### src/rtl/vcw_pkg.sv
package vcw_pkg;
  typedef enum logic [1:0] {OP_CMD, OP_EN, OP_DIS} op_t;

  localparam logic [7:0] OFS_RUN    = 8'h00;
  localparam logic [7:0] OFS_MOTOR  = 8'h04;
  localparam logic [7:0] OFS_PERIOD = 8'h08;
  localparam logic [7:0] OFS_VX     = 8'h0C;
  localparam logic [7:0] OFS_MODE   = 8'h1C;
  localparam logic [1:0] RESP_OKAY  = 2'b00;
endpackage

### src/rtl/vcw_sat.sv
module vcw_sat #(
  parameter int LANES    = 4,
  parameter int IN_W     = 24,
  parameter int IN_FRAC  = 16,
  parameter int OUT_W    = 16,
  parameter int OUT_FRAC = 12
) (
  input  logic [LANES-1:0][IN_W-1:0]  raw,
  output logic [LANES-1:0][OUT_W-1:0] conv
);
  localparam int SH = IN_FRAC - OUT_FRAC;
  localparam int MW = IN_W - SH;
  localparam logic signed [MW-1:0] HI = MW'((1 << (OUT_W - 1)) - 1);
  localparam logic signed [MW-1:0] LO = -HI - MW'(1);

  for (genvar g = 0; g < LANES; g++) begin : g_lane
    logic signed [MW-1:0] trunc;
    // dropping low fraction bits of two's complement floors toward -inf
    assign trunc = raw[g][IN_W-1:SH];
    always_comb begin
      if (trunc > HI)      conv[g] = HI[OUT_W-1:0];
      else if (trunc < LO) conv[g] = LO[OUT_W-1:0];
      else                 conv[g] = trunc[OUT_W-1:0];
    end
  end
endmodule

### src/rtl/vcw_axi_wr.sv
module vcw_axi_wr #(
  parameter int ADDR_W = 8,
  parameter int DATA_W = 32
) (
  input  logic              clk,
  input  logic              rst_n,
  input  logic              go,
  input  logic [ADDR_W-1:0] addr,
  input  logic [DATA_W-1:0] data,
  output logic              idle,
  output logic              done,
  output logic [1:0]        resp,
  output logic [ADDR_W-1:0] awaddr,
  output logic              awvalid,
  input  logic              awready,
  output logic [DATA_W-1:0] wdata,
  output logic [DATA_W/8-1:0] wstrb,
  output logic              wvalid,
  input  logic              wready,
  input  logic [1:0]        bresp,
  input  logic              bvalid,
  output logic              bready
);
  typedef enum logic [1:0] {E_IDLE, E_ADDR, E_RESP} est_t;
  est_t st;
  logic aw_done, w_done, aw_nxt, w_nxt;

  assign awvalid = (st == E_ADDR) && !aw_done;
  assign wvalid  = (st == E_ADDR) && !w_done;
  assign wstrb   = '1;
  assign bready  = (st == E_RESP);
  assign idle    = (st == E_IDLE);
  assign done    = bvalid && bready;
  assign resp    = bresp;

  always_comb begin
    aw_nxt = aw_done || (awvalid && awready);
    w_nxt  = w_done  || (wvalid && wready);
  end

  always_ff @(posedge clk) begin
    if (!rst_n) begin
      st      <= E_IDLE;
      aw_done <= 1'b0;
      w_done  <= 1'b0;
      awaddr  <= '0;
      wdata   <= '0;
    end else begin
      case (st)
        E_IDLE: if (go) begin
          awaddr  <= addr;
          wdata   <= data;
          aw_done <= 1'b0;
          w_done  <= 1'b0;
          st      <= E_ADDR;
        end
        E_ADDR: begin
          aw_done <= aw_nxt;
          w_done  <= w_nxt;
          if (aw_nxt && w_nxt) st <= E_RESP;
        end
        default: if (bvalid) st <= E_IDLE;
      endcase
    end
  end
endmodule

### src/rtl/vcw_seq.sv
module vcw_seq
  import vcw_pkg::*;
#(
  parameter int LANES  = 4,
  parameter int OUT_W  = 16,
  parameter int ADDR_W = 8,
  parameter int DATA_W = 32,
  parameter int PERIOD = 100000
) (
  input  logic                        clk,
  input  logic                        rst_n,
  input  logic                        cmd_valid,
  input  logic [LANES-1:0][OUT_W-1:0] conv,
  input  logic                        en_pulse,
  input  logic                        en_motors,
  input  logic                        dis_pulse,
  output logic                        cmd_ready,
  output logic                        busy,
  output logic                        err,
  input  logic                        wr_idle,
  input  logic                        wr_done,
  input  logic [1:0]                  wr_resp,
  output logic                        go,
  output logic [ADDR_W-1:0]           addr,
  output logic [DATA_W-1:0]           data
);
  localparam int SW = $clog2(LANES + 2);

  op_t                        op;
  logic [SW-1:0]              step, last;
  logic                       active, motors_q;
  logic [LANES-1:0][OUT_W-1:0] words_q;
  logic take_dis, take_en, take_cmd;

  assign cmd_ready = !active && !dis_pulse && !en_pulse;
  assign take_dis  = !active && dis_pulse;
  assign take_en   = !active && !dis_pulse && en_pulse;
  assign take_cmd  = cmd_ready && cmd_valid;
  assign busy      = active;
  assign go        = active && wr_idle;

  always_comb begin
    addr = '0;
    data = '0;
    last = '0;
    case (op)
      OP_CMD: begin
        last = SW'(LANES);
        if (int'(step) < LANES) begin
          addr = ADDR_W'(OFS_VX) + ADDR_W'(4 * int'(step));
          data = DATA_W'(words_q[step]);
        end else begin
          addr = ADDR_W'(OFS_MODE);
          data = DATA_W'(1);
        end
      end
      OP_EN: begin
        last = SW'(2);
        case (step)
          SW'(0):  begin addr = ADDR_W'(OFS_RUN);   data = DATA_W'(1); end
          SW'(1):  begin addr = ADDR_W'(OFS_MOTOR); data = DATA_W'(motors_q); end
          default: begin addr = ADDR_W'(OFS_PERIOD); data = DATA_W'(PERIOD); end
        endcase
      end
      default: begin
        last = SW'(1);
        addr = (step == '0) ? ADDR_W'(OFS_RUN) : ADDR_W'(OFS_MOTOR);
      end
    endcase
  end

  always_ff @(posedge clk) begin
    if (!rst_n) begin
      active   <= 1'b0;
      err      <= 1'b0;
      step     <= '0;
      op       <= OP_CMD;
      motors_q <= 1'b0;
      words_q  <= '0;
    end else if (take_dis || take_en || take_cmd) begin
      active <= 1'b1;
      err    <= 1'b0;
      step   <= '0;
      op     <= take_dis ? OP_DIS : (take_en ? OP_EN : OP_CMD);
      if (take_en)  motors_q <= en_motors;
      if (take_cmd) words_q  <= conv;
    end else if (active && wr_done) begin
      if (wr_resp != RESP_OKAY) begin
        active <= 1'b0;
        err    <= 1'b1;
      end else if (step == last) begin
        active <= 1'b0;
      end else begin
        step <= step + SW'(1);
      end
    end
  end
endmodule

### src/rtl/velcmd_writer.sv
module velcmd_writer #(
  parameter int IN_W     = 24,
  parameter int IN_FRAC  = 16,
  parameter int OUT_W    = 16,
  parameter int OUT_FRAC = 12,
  parameter int ADDR_W   = 8,
  parameter int DATA_W   = 32,
  parameter int PERIOD   = 100000
) (
  input  logic              clk,
  input  logic              rst_n,
  input  logic              cmd_valid,
  output logic              cmd_ready,
  input  logic [IN_W-1:0]   cmd_vx,
  input  logic [IN_W-1:0]   cmd_vy,
  input  logic [IN_W-1:0]   cmd_vz,
  input  logic [IN_W-1:0]   cmd_yaw,
  input  logic              en_pulse,
  input  logic              en_motors,
  input  logic              dis_pulse,
  output logic              busy,
  output logic              err,
  output logic [ADDR_W-1:0] awaddr,
  output logic              awvalid,
  input  logic              awready,
  output logic [DATA_W-1:0] wdata,
  output logic [DATA_W/8-1:0] wstrb,
  output logic              wvalid,
  input  logic              wready,
  input  logic [1:0]        bresp,
  input  logic              bvalid,
  output logic              bready
);
  localparam int LANES = 4;

  logic [LANES-1:0][IN_W-1:0]  raw;
  logic [LANES-1:0][OUT_W-1:0] conv;
  logic              go, wr_idle, wr_done;
  logic [1:0]        wr_resp;
  logic [ADDR_W-1:0] nx_addr;
  logic [DATA_W-1:0] nx_data;

  assign raw = {cmd_yaw, cmd_vz, cmd_vy, cmd_vx};

  vcw_sat #(.LANES(LANES), .IN_W(IN_W), .IN_FRAC(IN_FRAC),
            .OUT_W(OUT_W), .OUT_FRAC(OUT_FRAC)) u_sat (
    .raw(raw), .conv(conv));

  vcw_seq #(.LANES(LANES), .OUT_W(OUT_W), .ADDR_W(ADDR_W),
            .DATA_W(DATA_W), .PERIOD(PERIOD)) u_seq (
    .clk(clk), .rst_n(rst_n), .cmd_valid(cmd_valid), .conv(conv),
    .en_pulse(en_pulse), .en_motors(en_motors), .dis_pulse(dis_pulse),
    .cmd_ready(cmd_ready), .busy(busy), .err(err),
    .wr_idle(wr_idle), .wr_done(wr_done), .wr_resp(wr_resp),
    .go(go), .addr(nx_addr), .data(nx_data));

  vcw_axi_wr #(.ADDR_W(ADDR_W), .DATA_W(DATA_W)) u_wr (
    .clk(clk), .rst_n(rst_n), .go(go), .addr(nx_addr), .data(nx_data),
    .idle(wr_idle), .done(wr_done), .resp(wr_resp),
    .awaddr(awaddr), .awvalid(awvalid), .awready(awready),
    .wdata(wdata), .wstrb(wstrb), .wvalid(wvalid), .wready(wready),
    .bresp(bresp), .bvalid(bvalid), .bready(bready));
endmodule

### config.mk
export PLATFORM = sky130hd
export DESIGN_NAME = velcmd_writer
export DESIGN_NICKNAME = d
export VERILOG_FILES = /design/src/rtl/vcw_pkg.sv /design/src/rtl/vcw_sat.sv /design/src/rtl/vcw_axi_wr.sv /design/src/rtl/vcw_seq.sv /design/src/rtl/velcmd_writer.sv
export SDC_FILE = /design/constraint.sdc
export NUM_CORES = 1
export LEC_CHECK = 0
export BUFFER_PORTS_ARGS = -buffer_cell sky130_fd_sc_hd__buf_2
export CORE_UTILIZATION = 30
export DETAILED_ROUTE_END_ITERATION = 12
export GPL_TIMING_DRIVEN = 0
export HOLD_SLACK_MARGIN = 0.1
export PLACE_DENSITY_LB_ADDON = 0.3
export REMOVE_ABC_BUFFERS = 1
export SETUP_SLACK_MARGIN = 0.4
export SLEW_MARGIN = 0
export SYNTH_ARGS = -nofsm -noshare
export SYNTH_HDL_FRONTEND = slang
export SYNTH_HIERARCHICAL = 1
export SYNTH_SLANG_ARGS = --single-unit
### constraint.sdc
create_clock -name clk -period 3.1 [get_ports clk]
set_input_delay 0.465 -clock clk [delete_from_list [all_inputs] [get_ports clk]]
set_output_delay 0.465 -clock clk [all_outputs]
set_load 0.01 [all_outputs]
==> impl_metrics.py <==
metrics = {
    "outcome": {
        "status": "finished, final reports clean",
    },
    "worst_setup_path": {
        "cpMaxStageDelayCell": "dfxtp_2",
        "crit_buf_inv": 0,
        "cp_max_fo": 27,
        "cp.arrival_ns": 2.63,
        "cp-start-kind": "flip-flop",
        "required_ns": 3.40,
        "path_cells": "ha_1 > nor2_1 > o21ai_0 > o21ai_0 > mux2i_1 > nor2b_1",
        "cp_top_family": "flip-flops",
        "critPathKind": "flip-flop to flip-flop",
        "worst_path_most_repeated_cell": "o21ai_0",
        "cp.depth": 6,
        "endpoint_kind": "flip-flop",
        "critPathMaxStageDelay_ns": 0.84,
        "r2r_cells": 6,
    },
    "place": {
        "dp_worst_setup_slack_ns": 0.732,
        "post-dp-hpwl_um": 13300,
        "gp_congestion": 0.744,
        "place_area_um2": 7760,
        "dp_cells": 1187,
        "port_buffers": 136,
    },
    "sta": {
        "maxSlewViolCount": 0,
        "max_freq_ghz": 0.430,
        "rsz0062_at_grt": "false",
        "slew-limit-headroom": 0.295,
        "fin_crit_ns": 2.33,
        "finalWorstSetupSlack_ns": 0.773,
        "final-setup-viol-count": 0,
        "worst_pin_slew_ns": 1.06,
        "hold_ws_ns": 0.318,
        "hold_viol_final": 0,
        "skew_ns": 0.0121,
        "period_share": 0.750,
    },
    "synth": {
        "synth_area_leader_cell": "dfxtp_1",
        "synthTopCellsByArea": "dfxtp_1, a221oi_2, nand2_1, buf_4, a21boi_1",
        "synth-edff-count": 0,
        "synth_most_common_cell": "nand2_1",
        "syn-cell-area_um2": 7300,
        "synthArstFlopShare": 0,
        "avgSynthCellArea_um2": 8.89,
        "ys_ff_latch": 116,
        "synth_cell_types": 50,
        "yosys_warnings": 6,
        "syn_inst": 821,
        "synth_common_cells": "nand2_1, dfxtp_1, nor2_1",
        "synth_top_area_share": 0.318,
        "synth_ff_type": "dfxtp_1",
        "ys_seq_area_frac": 0.318,
    },
    "min_path": {
        "worstHoldPathType": "input port to flip-flop",
        "hold_depth": 3,
    },
    "clock_tree": {
        "cts_hold_buf": 0,
        "h-tree-depth": 4,
        "cts_buffers": 17,
        "clockBufferDepth": 2,
        "cts.repair.resized": 0,
        "insertion_delay_ns": 0.41,
        "clk_pin_slew_worst_paths_ns": 0.05,
        "root_buffer": "clkbuf_16",
        "cts.sinks": 116,
        "cts_tree": "yes",
        "cts_setup_buffers": 0,
    },
    "power_and_ir_drop": {
        "ir_drop_v": 0.000356,
        "powerDensity_nw_per_um2": 546,
        "p_leak_nw": 3.13,
        "fin_total_pwr_w": 0.00460,
    },
    "routing": {
        "drtIter0Drc": 369,
        "routed_wl_um": 19100,
        "antenna_left": 0,
        "dr_total_vias": 6136,
        "vias_per_cell": 5.03,
        "wire_per_inst_um": 15.7,
        "drt_first_pass_iters": 5,
        "drc": 0,
    },
    "die": {
        "initial_core_util": 0.308,
        "die_height_um": 158,
        "die_width_um": 158,
        "core_area_um2": 23700,
        "dieArea_um2": 25000,
        "io_pins": 157,
        "fp-row-count": 56,
    },
    "cells_and_area": {
        "nets": 997,
        "stdcell_count": 1219,
        "final_cell_area_um2": 8420,
        "area_delta_synth_final_pct": 15.3,
        "drive_gt1_frac": 0.274,
    },
    "grt": {
        "grt_pass1_vias": 5365,
        "grt_pass1_wl_um": 29200,
        "grt_max_degree": 94,
        "groute.usage.overall": 0.152,
        "overflow": 0,
        "antenna_found_initial": 1,
    },
    "job": {
        "drv_cap": 0,
    },
}
[per-stage QoR]
stage          utilization  TNS (ns)
2_1_floorplan            -    -14.85
3_3_place_gp         0.321    -64.81
3_5_place_dp         0.328         0
4_1_cts              0.355         0
5_1_grt              0.356         0
6_report             0.356         0
[power breakdown]
| group | internal, W | total [W] | switching [W] |
|---|---|---|---|
| combinational | 0.000361 | 0.000789 | 0.000428 |
| sequential | 0.00157 | 0.00162 | 0.0000517 |
| clock | 0.00147 | 0.00219 | 0.000727 |
| total | 0.00339 | 0.00460 | 0.00121 |
[metal layers]
metal	vias to the layer above	wire, um	part of all wire	global-route usage
met3	12	1140	0.059	0.0298
met2	196	8520	0.45	0.225
li1	3017	-	-	-
met1	2911	9320	0.49	0.220
met5	-	0	0	0
met4	0	147	0.0077	0.0426
[layout make-up]
cell class | instances | area (um2)
Inverter | 13 | 48.8
Multi-Input combinational cell | 597 | 4160
Fill cell | 2482 | 15300
Tap cell | 319 | 399
Timing Repair Buffer | 142 | 833
Clock buffer | 19 | 453
Sequential cell | 116 | 2320
Clock inverter | 12 | 201
Antenna cell | 1 | 2.50
[registers in the layout (all words and copies together) (netlist names)]
name            cells
u_seq/words_q      64
u_wr/wdata         32
u_wr/awaddr         8
u_seq/step          3
u_seq/op            2
u_wr/st             2
u_seq/busy          1
u_seq/err           1
u_seq/motors_q      1
u_wr/aw_done        1
u_wr/w_done         1
[cells in the final DEF, fill, tap and decap left out, types with 13 or more instances in the layout]
master and count:
nand4_1 60, nor2b_1 42, a221oi_1 20, nor2_1 72, clkbuf_16 17, a21boi_1 61
nand2_1 137, buf_2 135, inv_1 13, o21ai_0 13, a221oi_2 40, mux2i_1 40
dfxtp_1 115, mux4_2 16, conb_1 24
[path summary, 6_finish.rpt]
path,from,endpoint,slack [ns]
worst min register to register,u_seq/words_q[22],u_seq/words_q[22],0.45
worst max register to register,u_seq/step[0],u_wr/wdata[9],0.77
worst min-delay path,en_motors,u_seq/motors_q,0.32
worst max-delay path,u_seq/step[0],u_wr/wdata[9],0.77
[worst reg2reg max path: stages, from the launching register on]
cell	delay [ns]
dfxtp_2	0.84
ha_1	0.33
nor2_1	0.05
o21ai_0	0.48
o21ai_0	0.27
mux2i_1	0.19
nor2b_1	0.06
[logic make-up after synthesis]
group | after synthesis | share of synthesized area
DFF | 116 | 0.318
buffers and inverters | 130 | 0.125
and+or+nand+nor | 352 | 0.241
adders and majority gates | 3 | 0.00514
AOI/OAI and AO/OA | 162 | 0.206
other | 2 | 0.00103
muxes | 56 | 0.104
Note: power is estimated with default switching activity, not from simulation.
